==> src/rtl/lws_pkg.sv <==
package lws_pkg;
  typedef enum logic [1:0] {
    OP_READ  = 2'd0,
    OP_WRITE = 2'd1,
    OP_PUSH  = 2'd2,
    OP_POP   = 2'd3
  } op_e;

  typedef enum logic [1:0] {
    ST_IDLE = 2'd0,
    ST_XFER = 2'd1,
    ST_DONE = 2'd2
  } st_e;

  typedef enum logic [2:0] {
    FMT_LONG = 3'd0,
    FMT_W_ZX = 3'd1,
    FMT_W_SX = 3'd2,
    FMT_B_ZX = 3'd3,
    FMT_B_SX = 3'd4
  } fmt_e;
endpackage

==> src/rtl/lws_plan.sv <==
module lws_plan
  import lws_pkg::*;
#(
  parameter int AW   = 16,
  parameter int STEP = 2
) (
  input  logic [1:0]    op,
  input  logic [1:0]    size,
  input  logic          dec,
  input  logic          sext,
  input  logic [AW-1:0] addr,
  input  logic [AW-1:0] sp,
  output logic          two,
  output logic          lo_first,
  output logic          we,
  output logic          byte_sel,
  output logic          stack,
  output fmt_e          fmt,
  output logic [AW-1:0] base,
  output logic [AW-1:0] sp_next
);
  localparam logic [AW-1:0] SPAN_W = AW'(STEP);
  localparam logic [AW-1:0] SPAN_L = AW'(2 * STEP);

  op_e opc;
  logic [AW-1:0] span;

  assign opc = op_e'(op);

  always_comb begin
    two      = size[1];
    stack    = op[1];
    we       = (opc == OP_WRITE) || (opc == OP_PUSH);
    byte_sel = !stack && (size == 2'd0);
    lo_first = two && ((!stack && dec) || (opc == OP_PUSH));
    span     = two ? SPAN_L : SPAN_W;
    if (two)           fmt = FMT_LONG;
    else if (byte_sel) fmt = sext ? FMT_B_SX : FMT_B_ZX;
    else               fmt = sext ? FMT_W_SX : FMT_W_ZX;
    base    = addr;
    sp_next = sp;
    case (opc)
      OP_PUSH: begin
        base    = sp - span;
        sp_next = sp - span;
      end
      OP_POP: begin
        base    = sp;
        sp_next = sp + span;
      end
      default: ;
    endcase
  end
endmodule

==> src/rtl/lws_seq.sv <==
module lws_seq
  import lws_pkg::*;
#(
  parameter int AW   = 16,
  parameter int DW   = 16,
  parameter int STEP = 2
) (
  input  logic            clk,
  input  logic            rst,
  input  logic            req_valid,
  input  logic            req_abort,
  input  logic [2*DW-1:0] req_wdata,
  input  logic            p_two,
  input  logic            p_lof,
  input  logic            p_we,
  input  logic            p_byte,
  input  logic            p_stack,
  input  fmt_e            p_fmt,
  input  logic [AW-1:0]   p_base,
  input  logic [AW-1:0]   p_spn,
  input  logic [DW-1:0]   mem_rdata,
  input  logic            mem_ack,
  output logic            mem_req,
  output logic            mem_we,
  output logic            mem_byte,
  output logic [AW-1:0]   mem_addr,
  output logic [DW-1:0]   mem_wdata,
  output logic            ready,
  output logic            fin,
  output fmt_e            fmt_q,
  output logic [DW-1:0]   hi_nx,
  output logic [DW-1:0]   lo_nx,
  output logic            sp_ld,
  output logic [AW-1:0]   sp_val
);
  localparam int LW = 2 * DW;
  localparam logic [AW-1:0] OFS = AW'(STEP);

  st_e            st;
  logic           ph;
  logic           two_q;
  logic           lof_q;
  logic           stk_q;
  logic [AW-1:0]  base_q;
  logic [AW-1:0]  spn_q;
  logic [LW-1:0]  wd_q;
  logic [DW-1:0]  hi_q;
  logic [DW-1:0]  lo_q;

  logic           cur_lo;
  logic           accept;
  logic           take;
  logic           last;
  logic           lo0;
  logic [AW-1:0]  addr0;
  logic [DW-1:0]  data0;
  logic [AW-1:0]  addr1;
  logic [DW-1:0]  data1;

  always_comb begin
    cur_lo = !two_q || (lof_q ^ ph);
    accept = (st == ST_IDLE) && req_valid;
    take   = (st == ST_XFER) && mem_ack && !req_abort;
    last   = !two_q || ph;
    fin    = take && last;
    hi_nx  = (take && !cur_lo) ? mem_rdata : hi_q;
    lo_nx  = (take && cur_lo) ? mem_rdata : lo_q;
    lo0    = !p_two || p_lof;
    addr0  = p_base + ((p_two && p_lof) ? OFS : '0);
    data0  = lo0 ? req_wdata[DW-1:0] : req_wdata[LW-1:DW];
    addr1  = base_q + (lof_q ? '0 : OFS);
    data1  = lof_q ? wd_q[LW-1:DW] : wd_q[DW-1:0];
    sp_ld  = fin && stk_q;
    sp_val = spn_q;
  end

  always_ff @(posedge clk) begin
    if (rst) begin
      st        <= ST_IDLE;
      ph        <= 1'b0;
      two_q     <= 1'b0;
      lof_q     <= 1'b0;
      stk_q     <= 1'b0;
      fmt_q     <= FMT_LONG;
      base_q    <= '0;
      spn_q     <= '0;
      wd_q      <= '0;
      hi_q      <= '0;
      lo_q      <= '0;
      mem_req   <= 1'b0;
      mem_we    <= 1'b0;
      mem_byte  <= 1'b0;
      mem_addr  <= '0;
      mem_wdata <= '0;
      ready     <= 1'b0;
    end else begin
      case (st)
        ST_IDLE: begin
          if (accept) begin
            st        <= ST_XFER;
            ph        <= 1'b0;
            two_q     <= p_two;
            lof_q     <= p_lof;
            stk_q     <= p_stack;
            fmt_q     <= p_fmt;
            base_q    <= p_base;
            spn_q     <= p_spn;
            wd_q      <= req_wdata;
            mem_req   <= 1'b1;
            mem_we    <= p_we;
            mem_byte  <= p_byte;
            mem_addr  <= addr0;
            mem_wdata <= data0;
          end
        end
        ST_XFER: begin
          if (req_abort) begin
            st      <= ST_IDLE;
            mem_req <= 1'b0;
          end else if (mem_ack) begin
            if (cur_lo) lo_q <= mem_rdata;
            else        hi_q <= mem_rdata;
            if (last) begin
              st      <= ST_DONE;
              mem_req <= 1'b0;
              ready   <= 1'b1;
            end else begin
              ph        <= 1'b1;
              mem_addr  <= addr1;
              mem_wdata <= data1;
            end
          end
        end
        default: begin
          ready <= 1'b0;
          st    <= ST_IDLE;
        end
      endcase
    end
  end
endmodule

==> src/rtl/lws_ext.sv <==
module lws_ext
  import lws_pkg::*;
#(
  parameter int DW = 16
) (
  input  fmt_e            fmt,
  input  logic [DW-1:0]   hi,
  input  logic [DW-1:0]   lo,
  output logic [2*DW-1:0] val
);
  localparam int LW = 2 * DW;
  localparam int BW = DW / 2;

  always_comb begin
    case (fmt)
      FMT_W_ZX: val = {{DW{1'b0}}, lo};
      FMT_W_SX: val = {{DW{lo[DW-1]}}, lo};
      FMT_B_ZX: val = {{(LW-BW){1'b0}}, lo[BW-1:0]};
      FMT_B_SX: val = {{(LW-BW){lo[BW-1]}}, lo[BW-1:0]};
      default:  val = {hi, lo};
    endcase
  end
endmodule

==> src/rtl/lws_spreg.sv <==
module lws_spreg #(
  parameter int AW = 16,
  parameter logic [AW-1:0] SP_INIT = 16'h0100
) (
  input  logic          clk,
  input  logic          rst,
  input  logic          ld,
  input  logic [AW-1:0] val,
  output logic [AW-1:0] sp
);
  always_ff @(posedge clk) begin
    if (rst)     sp <= SP_INIT;
    else if (ld) sp <= val;
  end
endmodule

==> src/rtl/lws_top.sv <==
module lws_top
  import lws_pkg::*;
#(
  parameter int AW = 16,
  parameter int DW = 16,
  parameter logic [AW-1:0] SP_INIT = 16'h0100
) (
  input  logic            clk,
  input  logic            rst,
  input  logic            req_valid,
  input  logic [1:0]      req_op,
  input  logic [1:0]      req_size,
  input  logic            req_dec,
  input  logic            req_sext,
  input  logic [AW-1:0]   req_addr,
  input  logic [2*DW-1:0] req_wdata,
  input  logic            req_abort,
  output logic            req_ready,
  output logic [2*DW-1:0] req_rdata,
  output logic [AW-1:0]   sp_out,
  output logic            mem_req,
  output logic            mem_we,
  output logic            mem_byte,
  output logic [AW-1:0]   mem_addr,
  output logic [DW-1:0]   mem_wdata,
  input  logic [DW-1:0]   mem_rdata,
  input  logic            mem_ack
);
  localparam int STEP = DW / 8;
  localparam int LW   = 2 * DW;

  logic          p_two, p_lof, p_we, p_byte, p_stack;
  fmt_e          p_fmt;
  logic [AW-1:0] p_base, p_spn;
  logic          fin, sp_ld;
  fmt_e          fmt_q;
  logic [DW-1:0] hi_nx, lo_nx;
  logic [AW-1:0] sp_val;
  logic [LW-1:0] ext_val;
  logic [LW-1:0] rdata_q;

  lws_plan #(.AW(AW), .STEP(STEP)) u_plan (
    .op(req_op), .size(req_size), .dec(req_dec), .sext(req_sext),
    .addr(req_addr), .sp(sp_out),
    .two(p_two), .lo_first(p_lof), .we(p_we), .byte_sel(p_byte),
    .stack(p_stack), .fmt(p_fmt), .base(p_base), .sp_next(p_spn)
  );

  lws_seq #(.AW(AW), .DW(DW), .STEP(STEP)) u_seq (
    .clk(clk), .rst(rst), .req_valid(req_valid), .req_abort(req_abort),
    .req_wdata(req_wdata),
    .p_two(p_two), .p_lof(p_lof), .p_we(p_we), .p_byte(p_byte),
    .p_stack(p_stack), .p_fmt(p_fmt), .p_base(p_base), .p_spn(p_spn),
    .mem_rdata(mem_rdata), .mem_ack(mem_ack),
    .mem_req(mem_req), .mem_we(mem_we), .mem_byte(mem_byte),
    .mem_addr(mem_addr), .mem_wdata(mem_wdata),
    .ready(req_ready), .fin(fin), .fmt_q(fmt_q),
    .hi_nx(hi_nx), .lo_nx(lo_nx), .sp_ld(sp_ld), .sp_val(sp_val)
  );

  lws_ext #(.DW(DW)) u_ext (
    .fmt(fmt_q), .hi(hi_nx), .lo(lo_nx), .val(ext_val)
  );

  lws_spreg #(.AW(AW), .SP_INIT(SP_INIT)) u_sp (
    .clk(clk), .rst(rst), .ld(sp_ld), .val(sp_val), .sp(sp_out)
  );

  always_ff @(posedge clk) begin
    if (rst)      rdata_q <= '0;
    else if (fin) rdata_q <= ext_val;
  end

  assign req_rdata = rdata_q;
endmodule

==> config.mk <==
export PLATFORM = sky130hd
export DESIGN_NAME = lws_top
export DESIGN_NICKNAME = d
export VERILOG_FILES = /design/src/rtl/lws_pkg.sv /design/src/rtl/lws_plan.sv /design/src/rtl/lws_seq.sv /design/src/rtl/lws_ext.sv /design/src/rtl/lws_spreg.sv /design/src/rtl/lws_top.sv
export SDC_FILE = /design/constraint.sdc
export NUM_CORES = 1
export LEC_CHECK = 0
export BUFFER_PORTS_ARGS = -buffer_cell sky130_fd_sc_hd__buf_2
export CAP_MARGIN = 0
export CORE_ASPECT_RATIO = 1.75
export CORE_UTILIZATION = 46
export CTS_CLUSTER_DIAMETER = 150
export DETAILED_ROUTE_END_ITERATION = 6
export PLACE_DENSITY = 0.78
export SYNTH_ARGS = -nofsm -noshare
export SYNTH_HDL_FRONTEND = slang
export SYNTH_SLANG_ARGS = --single-unit
==> constraint.sdc <==
create_clock -name clk -period 7.3 [get_ports clk]
set_input_delay 0.365 -clock clk [delete_from_list [all_inputs] [get_ports clk]]
set_output_delay 0.365 -clock clk [all_outputs]
set_load 0.05 [all_outputs]
=== Word level (Yosys, flattened, before mapping) ===
Index checks and enable logic that the tools add are counted.
W data, S select, Z words.

* Register bits: 189
* Input port bits: 75

* Eq/ne operators: 15
* Bitwise logic cells: 4
* Reduce and logical (&&, ||, !) cells: 31
* Muxes and demuxes: 43
* Add/sub/neg operators: 4

{| class="wikitable"
|+ Operators by type and width
! kind !! count
|-
| $mux W16 || 12
|-
| $pmux W16 S2 || 4
|-
| $pmux W32 S4 || 1
|-
| $add A16 B16 Y16 || 3
|-
| $reduce_and A4 Y1 || 4
|-
| $sub A16 B16 Y16 || 1
|-
| $mux W2 || 7
|-
| $mux W3 || 4
|-
| $logic_and A1 B1 Y1 || 11
|-
| $mux W1 || 11
|-
| $eq A3 B2 Y1 const B || 2
|-
| $ne A2 B2 Y1 const B || 3
|-
| $pmux W1 S2 || 3
|-
| $logic_not A1 Y1 || 5
|-
| $logic_or A1 B1 Y1 || 5
|-
| $reduce_and A5 Y1 || 1
|-
| $eq A2 B1 Y1 const B || 2
|-
| $eq A2 B2 Y1 const B || 2
|-
| $logic_not A2 Y1 || 2
|-
| $ne A2 B1 Y1 const B || 2
|-
| $pmux W2 S2 || 1
|-
| $eq A3 B1 Y1 const B || 1
|-
| $eq A3 B3 Y1 const B || 1
|-
| $ne A3 B2 Y1 const B || 1
|-
| 6 further kinds || 8
|}

=== Logic depth before layout (Yosys ltp) ===
Gate-level depths: netlist of the first run.

* Depth after elaboration: 9
* Depth in mapped cells: 13
* Gate-level depth less buffers: 12

=== Cells and area by module ===
From an unflattened synthesis of the first run, not the netlist that was laid out.

* Cell total of the unflattened synthesis: 1224
* Area, all modules: 10034.6 um^2

{| class="wikitable"
|+ By module, submodules not included
! module !! times used !! cells an instance !! area each (um^2)
|-
| lws_seq || 1 || 748 || 6269.8
|-
| lws_plan || 1 || 201 || 1277.5
|-
| lws_top || 1 || 103 || 1163.6
|-
| lws_ext || 1 || 120 || 742.0
|-
| lws_spreg || 1 || 52 || 581.8
|}

=== Worst setup path before layout of the first run ===
Ideal clock, no wire load.

* Kind: reg2reg
* Start: reg u_sp.sp[1]
* End: reg u_seq.mem_addr[8]
* Buffers on the path: 1
* Cell stages (with the launch flop): 12
* Clock period less this slack: 2.989 ns
* Arrival: 2.857 ns
* Setup slack: 4.311 ns
* Path through: dfxtp_1 inv_1 ha_1 fa_1 clkbuf_1 nor2b_1 o21ai_0 a211oi_1 nand3_1 or3_1 a31oi_1 nor3_1

* Word-level cells in the longest chain between the ends: 5

{| class="wikitable"
|+ Ends and longest elaborated chain
! what !! line !! text
|-
| start, declared || lws_spreg.sv:9 || <nowiki>output logic [AW-1:0] sp</nowiki>
|-
| start signal, assigned || lws_spreg.sv:13 || <nowiki>else if (ld) sp <= val;</nowiki>
|-
| $sub A16 B16 Y16 || lws_plan.sv:44 || <nowiki>base = sp - span;</nowiki>
|-
| $pmux W16 S2 * || lws_plan.sv:42 || <nowiki>case (opc)</nowiki>
|-
| $add A16 B16 Y16 * || lws_seq.sv:69 || <nowiki>addr0 = p_base + ((p_two && p_lof) ? OFS : '0);</nowiki>
|-
| $mux W16 * || lws_seq.sv:99 || <nowiki>if (accept) begin</nowiki>
|-
| $pmux W16 S2 * || lws_seq.sv:97 || <nowiki>case (st)</nowiki>
|-
| end signal, assigned || lws_seq.sv:112 || <nowiki>mem_addr <= addr0;</nowiki>
|-
| end signal, assigned || lws_seq.sv:129 || <nowiki>mem_addr <= addr1;</nowiki>
|-
| end, declared || lws_seq.sv:26 || <nowiki>output logic [AW-1:0] mem_addr,</nowiki>
|}

Every way passes the cells marked *; elsewhere a longest branch is shown, timed or not. The select of a mux whose other input is x is not followed.
A chain may end at the register's enable or synchronous reset.

=== Worst setup path in the final report of the first run ===
* Start: reg u_seq.st[0]
* End: reg rdata_q[20] (netlist: req_rdata[20])

* Word-level cells in the longest chain between the ends: 6
* Elaborated cells between the ends (all ways): 9
* Classes of those cells: eq/ne (1); mux (3); reduce/logical (5)

{| class="wikitable"
|+ Ends and longest elaborated chain
! what !! line !! text
|-
| start, declared || lws_seq.sv:39 || <nowiki>st_e st;</nowiki>
|-
| start signal, assigned || lws_seq.sv:79 || <nowiki>st <= ST_IDLE;</nowiki>
|-
| start signal, assigned || lws_seq.sv:100 || <nowiki>st <= ST_XFER;</nowiki>
|-
| start signal, assigned || lws_seq.sv:118 || <nowiki>st <= ST_IDLE;</nowiki>
|-
| $eq A2 B1 Y1 * || lws_seq.sv:63 || <nowiki>take = (st == ST_XFER) && mem_ack && !req_abort;</nowiki>
|-
| $logic_and A1 B1 Y1 * (2 in series) || lws_seq.sv:63 ||
|-
| $logic_and A1 B1 Y1 (on tied branches) || lws_seq.sv:66, lws_seq.sv:67 ||
|-
| $mux W16 (on tied branches) || lws_seq.sv:66, lws_seq.sv:67 ||
|-
| $pmux W32 S4 || lws_ext.sv:15 || <nowiki>case (fmt)</nowiki>
|-
| end signal, assigned || lws_top.sv:71 || <nowiki>else if (fin) rdata_q <= ext_val;</nowiki>
|-
| end, declared || lws_top.sv:40 || <nowiki>logic [LW-1:0] rdata_q;</nowiki>
|}

Every way passes the cells marked *; elsewhere a longest branch is shown, timed or not.

==> results.py, run 1 <==
metrics = {
    "worst_setup_path": {
        "r2r_end": "req_rdata[20]",
        "cp_max_fo": 16,
        "r2r_slack_ns": 4.12,
        "slowest_delay_ns": 0.95,
        "crit_chain": "and4bb_2, a21boi_2, buf_4, mux2i_1, o21ai_1, nor2_1, o21a_1, nor3_1",
        "end_kind": "flip-flop",
        "endpoint": "req_rdata[20]",
        "required_ns": 7.58,
        "crit_cells": 8,
        "crit_buf_inv": 1,
        "critical_path.top_delay_family": "simple AND/OR/NAND/NOR gates",
        "cp.arrival_ns": 3.46,
        "cp-start-kind": "flip-flop",
        "critPathSlowestCell": "nor2_1",
        "crit_start": "u_seq.st[0]",
        "criticalPathCategory": "flip-flop to flip-flop",
        "reg2reg_from": "u_seq.st[0]",
        "r2r_cells": 8,
    },
    "pwr": {
        "power_leakage_nw": 4.35,
        "swShare_pct": 30.3,
        "seqPwrFrac_pct": 44.8,
        "switchingPower_w": 0.000748,
        "clkPwrFrac_pct": 40.2,
        "p_int_w": 0.00172,
        "vdd_drop_max_uv": 170,
        "power.density_nw_per_um2": 232,
        "combPwrFrac_pct": 14.9,
    },
    "finish": {
        "num-fill-cells": 1820,
        "fin_util_pct": 55.2,
        "final_nets": 1345,
        "drive_above_1_share_pct": 17.4,
        "layout_commonest_cell": "dfxtp_1",
        "area_growth_syn_to_layout_pct": 16.4,
        "layout_common_cells": "189 x dfxtp_1, 170 x nor2_1, 157 x buf_2",
    },
    "clock_tree": {
        "cts_setup_buffers": 0,
        "clock-sinks": 189,
        "cts_buffers": 17,
        "ctsHoldBuffers": 0,
        "insertion_delay_ns": 0.44,
        "cts-root-buf": "clkbuf_16",
        "tritoncts": "done",
        "cts-resized-gates": 0,
        "clk_pin_slew_ns": 0.08,
        "clock_tree.buffer_depth": 2,
        "htree_levels": 4,
    },
    "yosys": {
        "synth-main-ff-cell": "dfxtp_1",
        "synth_warnings": 0,
        "async_flop_share_pct": 0,
        "syn_area_sq_um": 9150,
        "ys_seq_area_share_pct": 41.4,
        "synth_nets": 1246,
        "synth_area_leaders": "dfxtp_1 41%, nor2_1 7.0%, nand2_1 6.4%",
        "synth_top_area_cell": "dfxtp_1",
        "synth_top_area_share_pct": 41.4,
        "ys_types": 68,
        "synth_seq_cells": 189,
        "synth-edff-count": 0,
        "syn_inst": 1158,
        "syn_area_per_cell_sq_um": 7.90,
    },
    "timing": {
        "finalCritPeriodShare_pct": 43.6,
        "tns_ns": 0,
        "slew_violations": 0,
        "setup_viol": 0,
        "min_period_ns": 3.18,
        "finClkSkew_ns": 0.0104,
        "setup_slack_ns": 4.12,
        "max_slew_margin_pct": 21.1,
        "rsz0062_at_grt": "false",
        "hold_violations": 0,
        "tightest_slew_ns": 1.18,
        "max_freq_mhz": 314,
    },
    "min_path": {
        "min_path_cells": 3,
        "hp-start": "req_wdata[10]",
        "worstHoldPathType": "input pin to flip-flop",
    },
    "route": {
        "vias_per_cell": 5.83,
        "drt_iter0_drc": 627,
        "vias": 8814,
        "wirelength_mm": 26.3,
        "dr.pass1.iters": 6,
        "routedWlPerCell_um": 17.4,
        "drcViolationCount": 0,
        "route.antenna.remaining_nets": 0,
    },
    "die": {
        "start_util_pct": 47.4,
        "io_pins": 159,
        "fp-row-count": 67,
        "core_sq_um": 19300,
        "die_area_sq_um": 20500,
        "die_w_um": 109,
        "die_h_um": 189,
    },
    "status": {
        "status": "complete, no violations",
    },
    "global_routing": {
        "antenna_found_initial": 1,
        "grt_usage_pct": 25.9,
        "first_global_vias": 8254,
        "grt_pass1_wl_mm": 41.9,
        "grt_remaining_overflow": 0,
        "grt_start_max_net_pins": 98,
    },
    "place": {
        "gp_congestion": 0.912,
        "io_buffers": 158,
        "pre_cts_slack_ns": 4.00,
        "dp_hpwl_mm": 17.9,
    },
    "job": {
        "cap_viol_max_count": 0,
    },
}
[power groups by stage]
stage	registers, W	logic, W	clock network, W
4_1_cts	0.00111	0.000370	0.00102
6_report	0.00111	0.000369	0.000994
2_1_floorplan	0.00120	0.000191	0
3_5_place_dp	0.00113	0.000368	0
5_1_grt	0.00111	0.000403	0.00106
3_3_place_gp	0.00113	0.000364	0
[area by class of cell]
| cell class | instances | area [sq um] | share of cell area, % |
|---|---|---|---|
| Inverter | 18 | 67.6 | 0.635 |
| Antenna cell | 1 | 2.50 | 0.0235 |
| Timing Repair Buffer | 170 | 887 | 8.33 |
| Tap cell | 241 | 302 | 2.83 |
| Clock buffer | 17 | 425 | 4.00 |
| Sequential cell | 189 | 3780 | 35.5 |
| Clock inverter | 15 | 215 | 2.02 |
| Multi-Input combinational cell | 861 | 4960 | 46.6 |
[flip-flops by register name, indices dropped and copies added, names as in the netlist, 2 cells and up]
signal           cells
u_seq.mem_wdata     16
u_seq.sp_val        16
u_seq.fmt_q          3
u_seq.hi_q          16
u_sp.sp             16
u_seq.wd_q          32
u_seq.lo_q          16
u_seq.mem_addr      16
req_rdata           32
u_seq.base_q        16
u_seq.st             2
[worst min-delay path, stage by stage]
cell	delay, ns
buf_2	0.11
nand2_1	0.05
a21oi_1	0.05
[kinds of logic (layout without fill, tap and decap cells)]
logic type / after synthesis / in the layout / synth area share (%)
multiplexers: 51 / 51 / 5.77
flip-flops: 189 / 189 / 41.4
AND/OR/NAND/NOR: 497 / 497 / 24.5
XOR/XNOR: 21 / 21 / 2.01
buffers and inverters: 108 / 220 / 4.66
AO/OA/AOI/OAI: 279 / 279 / 19.7
other: 0 / 1 / 0
adder cells (fa/ha/maj): 13 / 13 / 1.94
[routing by layer]
layer / global-route usage (%) / up-vias / share of wire, %
met5: 0 / - / 0
met4: 16.7 / 0 / 5.0
met3: 4.12 / 81 / 5.5
met2: 42.6 / 322 / 49
met1: 30.9 / 4137 / 40
li1: - / 4274 / -
[Yosys cell counts, drive strengths merged (5+ instances only)]
cell	instances
dfxtp	189
nor2	170
nand2	157
a21oi	111
clkbuf	77
a211oi	60
nor3	59
mux2i	49
nor2b	24
o21ai	24
o21a	20
inv	18
nand3	18
nand4	16
xnor2	15
buf	13
ha	11
a311oi	8
or2	8
a31oi	7
nor4	7
and3	6
o22ai	6
or3	6
xor2	6
and2	5
[worst min-delay path by stage]
stage                     endpoint
global route         u_seq.wd_q[7]
CTS                  u_seq.wd_q[7]
detailed placement  u_seq.wd_q[11]
floorplan              u_sp.sp[11]
finish              u_seq.wd_q[10]
global placement       u_sp.sp[15]
[metrics by stage]
stage / total power [W] / hold WS [ns] / area [sq um] / std cells
floorplan: 0.00139 / 0.429 / 9150 / 1158
global placement: 0.00149 / 0.435 / 10000 / 1479
detailed placement: 0.00150 / 0.442 / 10000 / 1479
CTS: 0.00249 / 0.159 / 10600 / 1511
global route: 0.00258 / 0.162 / 10600 / 1512
finish: 0.00247 / 0.178 / 10600 / 1512
(Power assumes the default switching activity.)
==> run 2, diff against run 1 <==
clock period = 3.3 ns   (was 7.3 ns; I/O delays follow)
==> results.py, run 2 (same netlist as run 1, synthesis figures left out) <==
metrics = {
    "job": {
        "cap_viol_max_count": 0,
    },
    "timing": {
        "min_period_ns": 2.87,
        "rsz0062_at_grt": "false",
        "finalCritPeriodShare_pct": 87.1,
        "setup_viol": 0,
        "tns_ns": 0,
        "tightest_slew_ns": 0.991,
        "setup_slack_ns": 0.426,
        "max_freq_mhz": 348,
        "slew_violations": 0,
        "finClkSkew_ns": 0.00994,
        "max_slew_margin_pct": 33.7,
        "hold_violations": 0,
    },
    "die": {
        "fp-row-count": 67,
        "start_util_pct": 47.4,
        "die_h_um": 189,
        "die_area_sq_um": 20500,
        "io_pins": 159,
        "die_w_um": 109,
        "core_sq_um": 19300,
    },
    "place": {
        "io_buffers": 158,
        "pre_cts_slack_ns": 0.346,
        "gp_congestion": 0.932,
        "dp_hpwl_mm": 18.1,
    },
    "finish": {
        "layout_commonest_cell": "dfxtp_1",
        "fin_util_pct": 57.3,
        "final_nets": 1395,
        "multi_input_area_sq_um": 4960,
        "final-seq-area_sq_um": 3780,
        "num-fill-cells": 1762,
        "drive_above_1_share_pct": 17.7,
        "layout_common_cells": "189 x dfxtp_1, 170 x nor2_1, 157 x buf_2",
        "area_growth_syn_to_layout_pct": 20.8,
    },
    "worst_setup_path": {
        "required_ns": 3.67,
        "criticalPathCategory": "flip-flop to flip-flop",
        "end_kind": "flip-flop",
        "critPathSlowestCell": "fa_1",
        "r2r_slack_ns": 0.43,
        "cp-start-kind": "flip-flop",
        "crit_chain": "inv_1, ha_1, fa_1, nor2b_1, a221oi_1, inv_1, ha_1, and4_1, o311ai_0, o21ai_0, nor2_1",
        "critical_path.top_delay_family": "adder cells",
        "r2r_cells": 11,
        "crit_buf_inv": 2,
        "cp_max_fo": 5,
        "reg2reg_from": "u_sp.sp[1]",
        "cp.arrival_ns": 3.24,
        "r2r_end": "u_seq.mem_addr[5]",
        "slowest_delay_ns": 0.49,
    },
    "route": {
        "dr_wl_met2_mm": 13.3,
        "routedWlPerCell_um": 16.9,
        "drt_iter0_drc": 574,
        "route.antenna.remaining_nets": 0,
        "wl_met1_mm": 10.8,
        "vias_per_cell": 5.73,
        "met3_length_mm": 1.30,
        "drcViolationCount": 0,
        "top_layer": "met4",
        "vias": 8962,
        "dr.pass1.iters": 5,
        "wirelength_mm": 26.4,
    },
    "clock_tree": {
        "clock_tree.buffer_depth": 2,
        "insertion_delay_ns": 0.44,
        "htree_levels": 4,
        "cts_setup_buffers": 0,
        "clock-sinks": 189,
        "cts_buffers": 17,
        "clk_pin_slew_ns": 0.07,
        "cts-root-buf": "clkbuf_16",
        "tritoncts": "done",
    },
    "global_routing": {
        "grt_usage_pct": 25.8,
        "grt_pass1_wl_mm": 41.7,
        "first_global_vias": 8369,
        "antenna_found_initial": 2,
        "grt_remaining_overflow": 0,
        "grt_start_max_net_pins": 89,
    },
    "min_path": {
        "worstHoldPathType": "input pin to flip-flop",
        "min_to": "u_seq.hi_q[7]",
        "hp-start": "mem_rdata[7]",
        "min_path_cells": 3,
    },
    "pwr": {
        "vdd_drop_max_uv": 386,
        "power.density_nw_per_um2": 475,
        "power_leakage_nw": 4.53,
    },
    "status": {
        "status": "complete, no violations",
    },
}
## run 2: worst max-delay path by stage
| stage | start | end | slack (ns) | cells past startpoint |
|---|---|---|---|---|
| CTS | u_sp.sp[1] | u_seq.mem_addr[5] | 0.42 | 11 |
| finish | u_sp.sp[1] | u_seq.mem_addr[5] | 0.43 | 11 |
| detailed placement | req_size[1] | u_seq.mem_addr[5] | 0.35 | 12 |
| global route | u_sp.sp[1] | u_seq.mem_addr[13] | 0.14 | 11 |
| floorplan | u_sp.sp[1] | u_seq.mem_addr[8] | 0.31 | 11 |
| global placement | req_size[1] | u_seq.mem_addr[5] | 0.41 | 12 |
## run 2: power by group
group | internal (W) | switching (W) | leakage, nW
logic | 0.000288 | 0.000580 | 2.73
registers | 0.00238 | 0.0000682 | 1.54
clock network | 0.00100 | 0.000927 | 0.262
total | 0.00368 | 0.00157 | 4.53
## run 2: tightest hold or removal path: stages
cell	delay [ns]
buf_2	0.09
mux2i_1	0.08
nor2_1	0.08
## run 2: routing by layer
| layer | GRT usage, % | vias to the layer above |
|---|---|---|
| li1 | - | 4389 |
| met1 | 29.9 | 4193 |
| met2 | 44.1 | 302 |
| met3 | 4.60 | 78 |
| met4 | 14.3 | 0 |
| met5 | 0 | - |
## run 2: metrics by stage
stage,hold slack (ns),instances,power [W],instance area (sq um)
2_1_floorplan,0.301,1158,0.00308,9150
3_3_place_gp,0.421,1493,0.00332,10100
3_5_place_dp,0.422,1493,0.00333,10100
4_1_cts,0.000988,1561,0.00528,11000
5_1_grt,0.0221,1563,0.00547,11100
6_report,0.0135,1563,0.00525,11100
## run 2: final cells by class
| type | instances | area share, % |
|---|---|---|
| diodes | 2 | 0.0453 |
| clock buffers | 20 | 4.04 |
| clock inverters | 12 | 0.974 |
| inverters | 18 | 0.611 |
| multi-input cells | 861 | 44.9 |
| flip-flops and latches | 189 | 34.2 |
| well taps | 241 | 2.73 |
| repair buffers | 220 | 12.5 |
## run 2: what timing repair did
action | CTS | global route
hold buffers | 36 | 0
hold endpoints to repair | 37 | 0
resized for setup | 0 | 0
